==> config.mk <==
export PLATFORM = sky130hd
export DESIGN_NAME = fseq_frame
export DESIGN_NICKNAME = d
export VERILOG_FILES = /design/src/rtl/fseq_pkg.sv /design/src/rtl/fseq_cfg_hold.sv /design/src/rtl/fseq_slot_ctr.sv /design/src/rtl/fseq_frame.sv
export SDC_FILE = /design/constraint.sdc
export NUM_CORES = 1
export LEC_CHECK = 0
export ABC_AREA = 0
export BUFFER_PORTS_ARGS = -buffer_cell sky130_fd_sc_hd__clkbuf_2
export CAP_MARGIN = 20
export CORE_MARGIN = 3
export CORE_UTILIZATION = 53
export CTS_BUF_LIST = sky130_fd_sc_hd__clkbuf_4 sky130_fd_sc_hd__clkbuf_8
export CTS_CLUSTER_SIZE = 28
export DETAILED_ROUTE_END_ITERATION = 10
export PLACE_DENSITY = 0.87
export SLEW_MARGIN = 0
export SYNTH_ARGS = -nofsm -noshare
export SYNTH_HDL_FRONTEND = slang
export SYNTH_HIERARCHICAL = 1
export SYNTH_SLANG_ARGS = --single-unit
==> constraint.sdc <==
create_clock -name clk -period 2.8 [get_ports clk]
set_input_delay 0.56 -clock clk [delete_from_list [all_inputs] [get_ports clk]]
set_output_delay 0.56 -clock clk [all_outputs]
set_load 0.05 [all_outputs]
==> src/rtl/fseq_pkg.sv <==
package fseq_pkg;

  typedef enum logic [1:0] {
    PH_IDLE   = 2'd0,
    PH_SETTLE = 2'd1,
    PH_CONV   = 2'd2
  } phase_e;

  // slow cycles spent on each conversion for a filter-length code
  function automatic int cyc_per_conv(input int code);
    return code + 1;
  endfunction

  // slow cycles taken by all conversions of one frame
  function automatic int frame_fill(input int n_conv, input int len);
    return n_conv * len;
  endfunction

endpackage

==> src/rtl/fseq_cfg_hold.sv <==
module fseq_cfg_hold #(
  parameter int CPF_W   = 4,
  parameter int FLC_W   = 2,
  parameter int LEN_W   = 3,
  parameter int FILL    = 14,
  parameter int CPF_DEF = 7,
  parameter int FLC_DEF = 1
) (
  input  logic             clk,
  input  logic             rst_n,
  input  logic             load,
  input  logic [CPF_W-1:0] cpf_in,
  input  logic [FLC_W-1:0] flc_in,
  output logic [CPF_W-1:0] n_q,
  output logic [LEN_W-1:0] len_q,
  output logic             mismatch
);
  import fseq_pkg::*;

  int len_in;
  assign len_in = cyc_per_conv(int'(flc_in));

  always_ff @(posedge clk) begin
    if (!rst_n) begin
      n_q      <= CPF_W'(CPF_DEF);
      len_q    <= LEN_W'(cyc_per_conv(FLC_DEF));
      mismatch <= 1'b0;
    end else if (load) begin
      n_q      <= cpf_in;
      len_q    <= LEN_W'(len_in);
      mismatch <= frame_fill(int'(cpf_in), len_in) != FILL;
    end
  end

  AST_CFG_HOLD: assert property (@(posedge clk) disable iff (!rst_n)
    !load |=> ($stable(n_q) && $stable(len_q) && $stable(mismatch)));

endmodule

==> src/rtl/fseq_slot_ctr.sv <==
module fseq_slot_ctr #(
  parameter int CPF_W = 4,
  parameter int LEN_W = 3
) (
  input  logic             clk,
  input  logic             rst_n,
  input  logic             clear,
  input  logic             step,
  input  logic [CPF_W-1:0] n_lim,
  input  logic [LEN_W-1:0] len_lim,
  output logic [CPF_W-1:0] chan,
  output logic             last_sub,
  output logic             last_chan
);
  logic [LEN_W-1:0] sub;

  assign last_sub  = (sub == len_lim - LEN_W'(1));
  assign last_chan = (chan == n_lim - CPF_W'(1));

  always_ff @(posedge clk) begin
    if (!rst_n || clear) begin
      sub  <= '0;
      chan <= '0;
    end else if (step) begin
      if (last_sub) begin
        sub  <= '0;
        chan <= chan + CPF_W'(1);
      end else begin
        sub <= sub + LEN_W'(1);
      end
    end
  end

  AST_CHAN_RANGE: assert property (@(posedge clk) disable iff (!rst_n)
    step |-> (chan < n_lim));
  AST_SUB_RANGE: assert property (@(posedge clk) disable iff (!rst_n)
    step |-> (sub < len_lim));

endmodule

==> src/rtl/fseq_frame.sv <==
module fseq_frame #(
  parameter int CPF_W = 4,
  parameter int FLC_W = 2,
  parameter int FILL  = 14
) (
  input  logic             clk,
  input  logic             rst_n,
  input  logic             tick,
  input  logic             en,
  input  logic [CPF_W-1:0] conv_count,
  input  logic [FLC_W-1:0] flen_code,
  output logic [CPF_W-1:0] chan,
  output logic             settle,
  output logic             conv_busy,
  output logic             frame_sof,
  output logic             cfg_err
);
  import fseq_pkg::*;

  localparam int LEN_W = $clog2((1 << FLC_W) + 1);

  phase_e           phase;
  logic [CPF_W-1:0] n_q;
  logic [LEN_W-1:0] len_q;
  logic             mismatch;
  logic [CPF_W-1:0] slot_chan;
  logic             last_sub, last_chan;

  // named internal events
  logic conv_done, empty_frame, frame_begin, slot_step, slot_clear;

  assign conv_done   = (phase == PH_CONV) && last_sub && last_chan;
  assign empty_frame = (phase == PH_SETTLE) && (n_q == '0);
  assign frame_begin = en && tick && ((phase == PH_IDLE) || empty_frame || conv_done);
  assign slot_step   = en && tick && (phase == PH_CONV) && !conv_done;
  assign slot_clear  = !en || (phase != PH_CONV) || frame_begin;

  fseq_cfg_hold #(
    .CPF_W(CPF_W), .FLC_W(FLC_W), .LEN_W(LEN_W), .FILL(FILL)
  ) u_cfg (
    .clk(clk), .rst_n(rst_n), .load(frame_begin),
    .cpf_in(conv_count), .flc_in(flen_code),
    .n_q(n_q), .len_q(len_q), .mismatch(mismatch)
  );

  fseq_slot_ctr #(.CPF_W(CPF_W), .LEN_W(LEN_W)) u_slot (
    .clk(clk), .rst_n(rst_n), .clear(slot_clear), .step(slot_step),
    .n_lim(n_q), .len_lim(len_q),
    .chan(slot_chan), .last_sub(last_sub), .last_chan(last_chan)
  );

  always_ff @(posedge clk) begin
    if (!rst_n || !en) begin
      phase     <= PH_IDLE;
      frame_sof <= 1'b0;
    end else begin
      frame_sof <= frame_begin;
      if (frame_begin)
        phase <= PH_SETTLE;
      else if (tick && phase == PH_SETTLE)
        phase <= PH_CONV;
    end
  end

  assign chan      = slot_chan;
  assign settle    = (phase == PH_SETTLE);
  assign conv_busy = (phase == PH_CONV);
  assign cfg_err   = mismatch && (phase != PH_IDLE);

  AST_SOF_IN_SETTLE: assert property (@(posedge clk) disable iff (!rst_n)
    frame_sof |-> settle);
  AST_QUIET_OFF: assert property (@(posedge clk) disable iff (!rst_n)
    !en |=> (phase == PH_IDLE && chan == '0 && !frame_sof));
  AST_HOLD_NO_TICK: assert property (@(posedge clk) disable iff (!rst_n)
    (en && !tick) |=> ($stable(phase) && $stable(chan)));
  AST_CONV_ENTRY: assert property (@(posedge clk) disable iff (!rst_n)
    (en && tick && settle && n_q != '0) |=> (conv_busy && chan == '0));
  AST_EMPTY_FRAME: assert property (@(posedge clk) disable iff (!rst_n)
    (en && tick && empty_frame) |=> (settle && frame_sof));
  AST_IDLE_NO_ERR: assert property (@(posedge clk) disable iff (!rst_n)
    (phase == PH_IDLE) |-> !cfg_err);

endmodule

==> impl_metrics.toml <==
[yosys]
yosysTopAreaCell = "dfxtp_1"
ys_types = 41
synth.top_cells.by_area = "dfxtp_1 (28%), ha_1 (11%), mux2i_1 (7.8%), xnor2_1 (5.5%), fa_1 (4.7%)"
yosysWarnings = 6
synth_top_area_frac = 0.280
syn-num-nets = 161
ys_ff_latch = 18
synth_area_sq_um = 1280
avgSynthCellArea_sq_um = 9.38
synthCells = 137
yosysSeqAreaShare = 0.280

[worst_hold_path]
hold_path_class = "reg2reg"

[sta]
fin_hold_ws_ns = 0.491
rsz0062_at_grt = "yes"
fin_tns_setup_ns = 0
min_period_ns = 2.72
worst_slew_pin_slew_ns = 0.629
max_slew_margin = 0.581
finalSetupViolations = 0
fmax_mhz = 368
fin_skew_ns = 0.00245
setup_ws_ns = 0.0811
fin_crit_sh = 0.971
hold_violations = 0
slew_violations = 0

[cts]
cts_made_buffers = 3
root_buffer = "clkbuf_4"
cts.clk_slew.worst_paths_ns = 0.10
cts_sinks = 18
postCtsSetupBuffers = 0
insertion_delay_ns = 0.28
h-tree-depth = 1
cts_tree = "built"
cts_max_path_buffers = 2

[critical_path]
cp-start-kind = "input pin"
worstReg2RegStart = "u_cfg/len_q[0]"
r2r_slack_ns = 0.10
cp-endpoint = "u_cfg/mismatch"
crit_fanout = 4
crit_arrival_ns = 2.87
timing.critical_path.from = "flen_code[0]"
r2r-end = "u_slot/chan[3]"
endpoint_kind = "flop"
worstSetupPathType = "in2reg"
cp.required_ns = 2.96
r2r_cells = 9

[layout]
layout_common_cells = "clkbuf_2 (17), nand2_1 (16), dfxtp_1 (15)"
num_antenna_cells = 0
syn_to_final_growth_pct = 16.4
layout_commonest_cell = "clkbuf_2"
utilization = 0.663
drive_above_1_share = 0.273
nets = 187
fill_cells = 210

[drt]
drtIter0Drc = 16
drcViolationCount = 0
wl_um = 2570
dr.pass1.iters = 4
final_antenna_net_count = 0
route.vias.total = 1043
wl_per_cell_um = 13.6
vias_per_cell = 5.52

[die]
fp.coreArea_sq_um = 2250
io_pins = 18
fp.dieH_um = 55.2
die_width_um = 55.2
row_count = 17
start_util = 0.570
die_area_sq_um = 3050

[pwr]
power.total_uw = 517
p_comb_frac = 0.234
leakage_uw = 0.000635
ir_drop_mv = 0.283
power.switching_uw = 148
p_int_uw = 369
power_density_nw_per_um2 = 346
seqPwrFrac = 0.526
sw_frac_of_total = 0.287
p_clk_frac = 0.240

[outcome]
outcome = "complete, no violations"

[global_route]
grt_max_degree = 15
grt_pass1_vias = 1071
grt_overflow = 0
grt_usage = 0.179
grt_pass1_wl_um = 4490
antenna_found_initial = 0

[placement]
io_buffers = 17
pre_cts_ws_ns = -0.241
gp_congestion = 0.785
dpl.hpwl_um = 2060

[flow_run]
max-cap-violations = 0
## routing by layer
| layer | share of wire | up-vias | track usage |
|---|---|---|---|
| li1 | - | 532 | - |
| met1 | 0.45 | 482 | 0.221 |
| met2 | 0.49 | 23 | 0.306 |
| met3 | 0.040 | 6 | 0.0327 |
| met4 | 0.016 | 0 | 0.0729 |
| met5 | 0 | - | 0 |
## layout make-up
cell class | count | area [sq um] | area share
repair buffers | 24 | 138 | 0.0921
inverters | 12 | 45.0 | 0.0301
multi-input cells | 104 | 891 | 0.596
well taps | 28 | 35.0 | 0.0234
clock buffers | 3 | 22.5 | 0.0151
flip-flops and latches | 18 | 364 | 0.244
## state kept, by name, summed over array words and instances, names as in the netlist
register / flops
u_cfg/mismatch: 1
frame_sof: 1
phase: 2
u_slot/sub: 3
u_slot/chan: 4
u_cfg/n_q: 4
u_cfg/len_q: 3
## worst max-delay path, stage by stage
cell and delay, ns:
clkbuf_2 0.11, ha_4 0.28, nand2_1 0.07, fa_1 0.46
inv_1 0.07, ha_1 0.16, inv_1 0.05, fa_1 0.38
a211o_1 0.25, a2111oi_2 0.34, a41oi_1 0.15
## Yosys cell counts, drive strengths merged
| cell type | n |
|---|---|
| and2b | 2 |
| xnor2 | 8 |
| and4 | 1 |
| o211a | 1 |
| xor3 | 1 |
| nor4 | 4 |
| mux2i | 10 |
| nand4 | 1 |
| a211o | 1 |
| fa | 3 |
| nand2 | 16 |
| nand3b | 1 |
| inv | 12 |
| nor2 | 2 |
| o32ai | 1 |
| dfxtp | 18 |
| o21a | 1 |
| buf | 2 |
| nand3 | 6 |
| a21oi | 3 |
| nor4b | 1 |
| a21boi | 1 |
| a41o | 1 |
| a211oi | 1 |
| o21ai | 1 |
| and2 | 4 |
| a41oi | 1 |
| nor3 | 3 |
| nor2b | 5 |
| nand2b | 7 |
| o211ai | 1 |
| and3 | 1 |
| o2bb2ai | 1 |
| ha | 11 |
| clkbuf | 1 |
| or4b | 1 |
| a2111oi | 1 |
| o22ai | 1 |
## repair_timing
action                     4_1_cts  5_1_grt
setup endpoints to repair        0        6
resized for setup                0        1
hold buffers                     0        0
## logic make-up (layout without fill, tap and decap cells)
logic type               Yosys count  in the layout  synth area share
buffers and inverters             15             39            0.0497
AND/OR/NAND/NOR                   55             55             0.254
multiplexers                      10             10            0.0779
XOR/XNOR                           9              9            0.0740
flip-flops                        18             18             0.280
AO/OA/AOI/OAI                     16             16             0.110
adder cells (fa/ha/maj)           14             14             0.154
## power groups by stage
stage,Clock (uW),Combinational (uW),Sequential [uW]
floorplan,0,80.8,278
global placement,0,115,277
detailed placement,0,121,278
CTS,132,122,272
global route,142,137,273
finish,124,121,272
## stage by stage
step                area [sq um]  cells
finish                      1500    189
global route                1500    189
floorplan                   1320    137
CTS                         1490    189
global placement            1470    186
detailed placement          1470    186
## worst min path at each step
stage | cells past startpoint | endpoint | from | slack [ns]
2_1_floorplan | 2 | u_cfg/len_q[1] | u_cfg/len_q[1] | 0.44
3_3_place_gp | 2 | u_cfg/len_q[1] | u_cfg/len_q[1] | 0.46
3_5_place_dp | 2 | u_slot/chan[3] | u_slot/chan[3] | 0.47
4_1_cts | 2 | u_slot/chan[3] | u_slot/chan[3] | 0.50
5_1_grt | 2 | u_slot/chan[3] | u_slot/chan[3] | 0.52
6_report | 2 | u_slot/chan[3] | u_slot/chan[3] | 0.49
(Power assumes the default switching activity.)
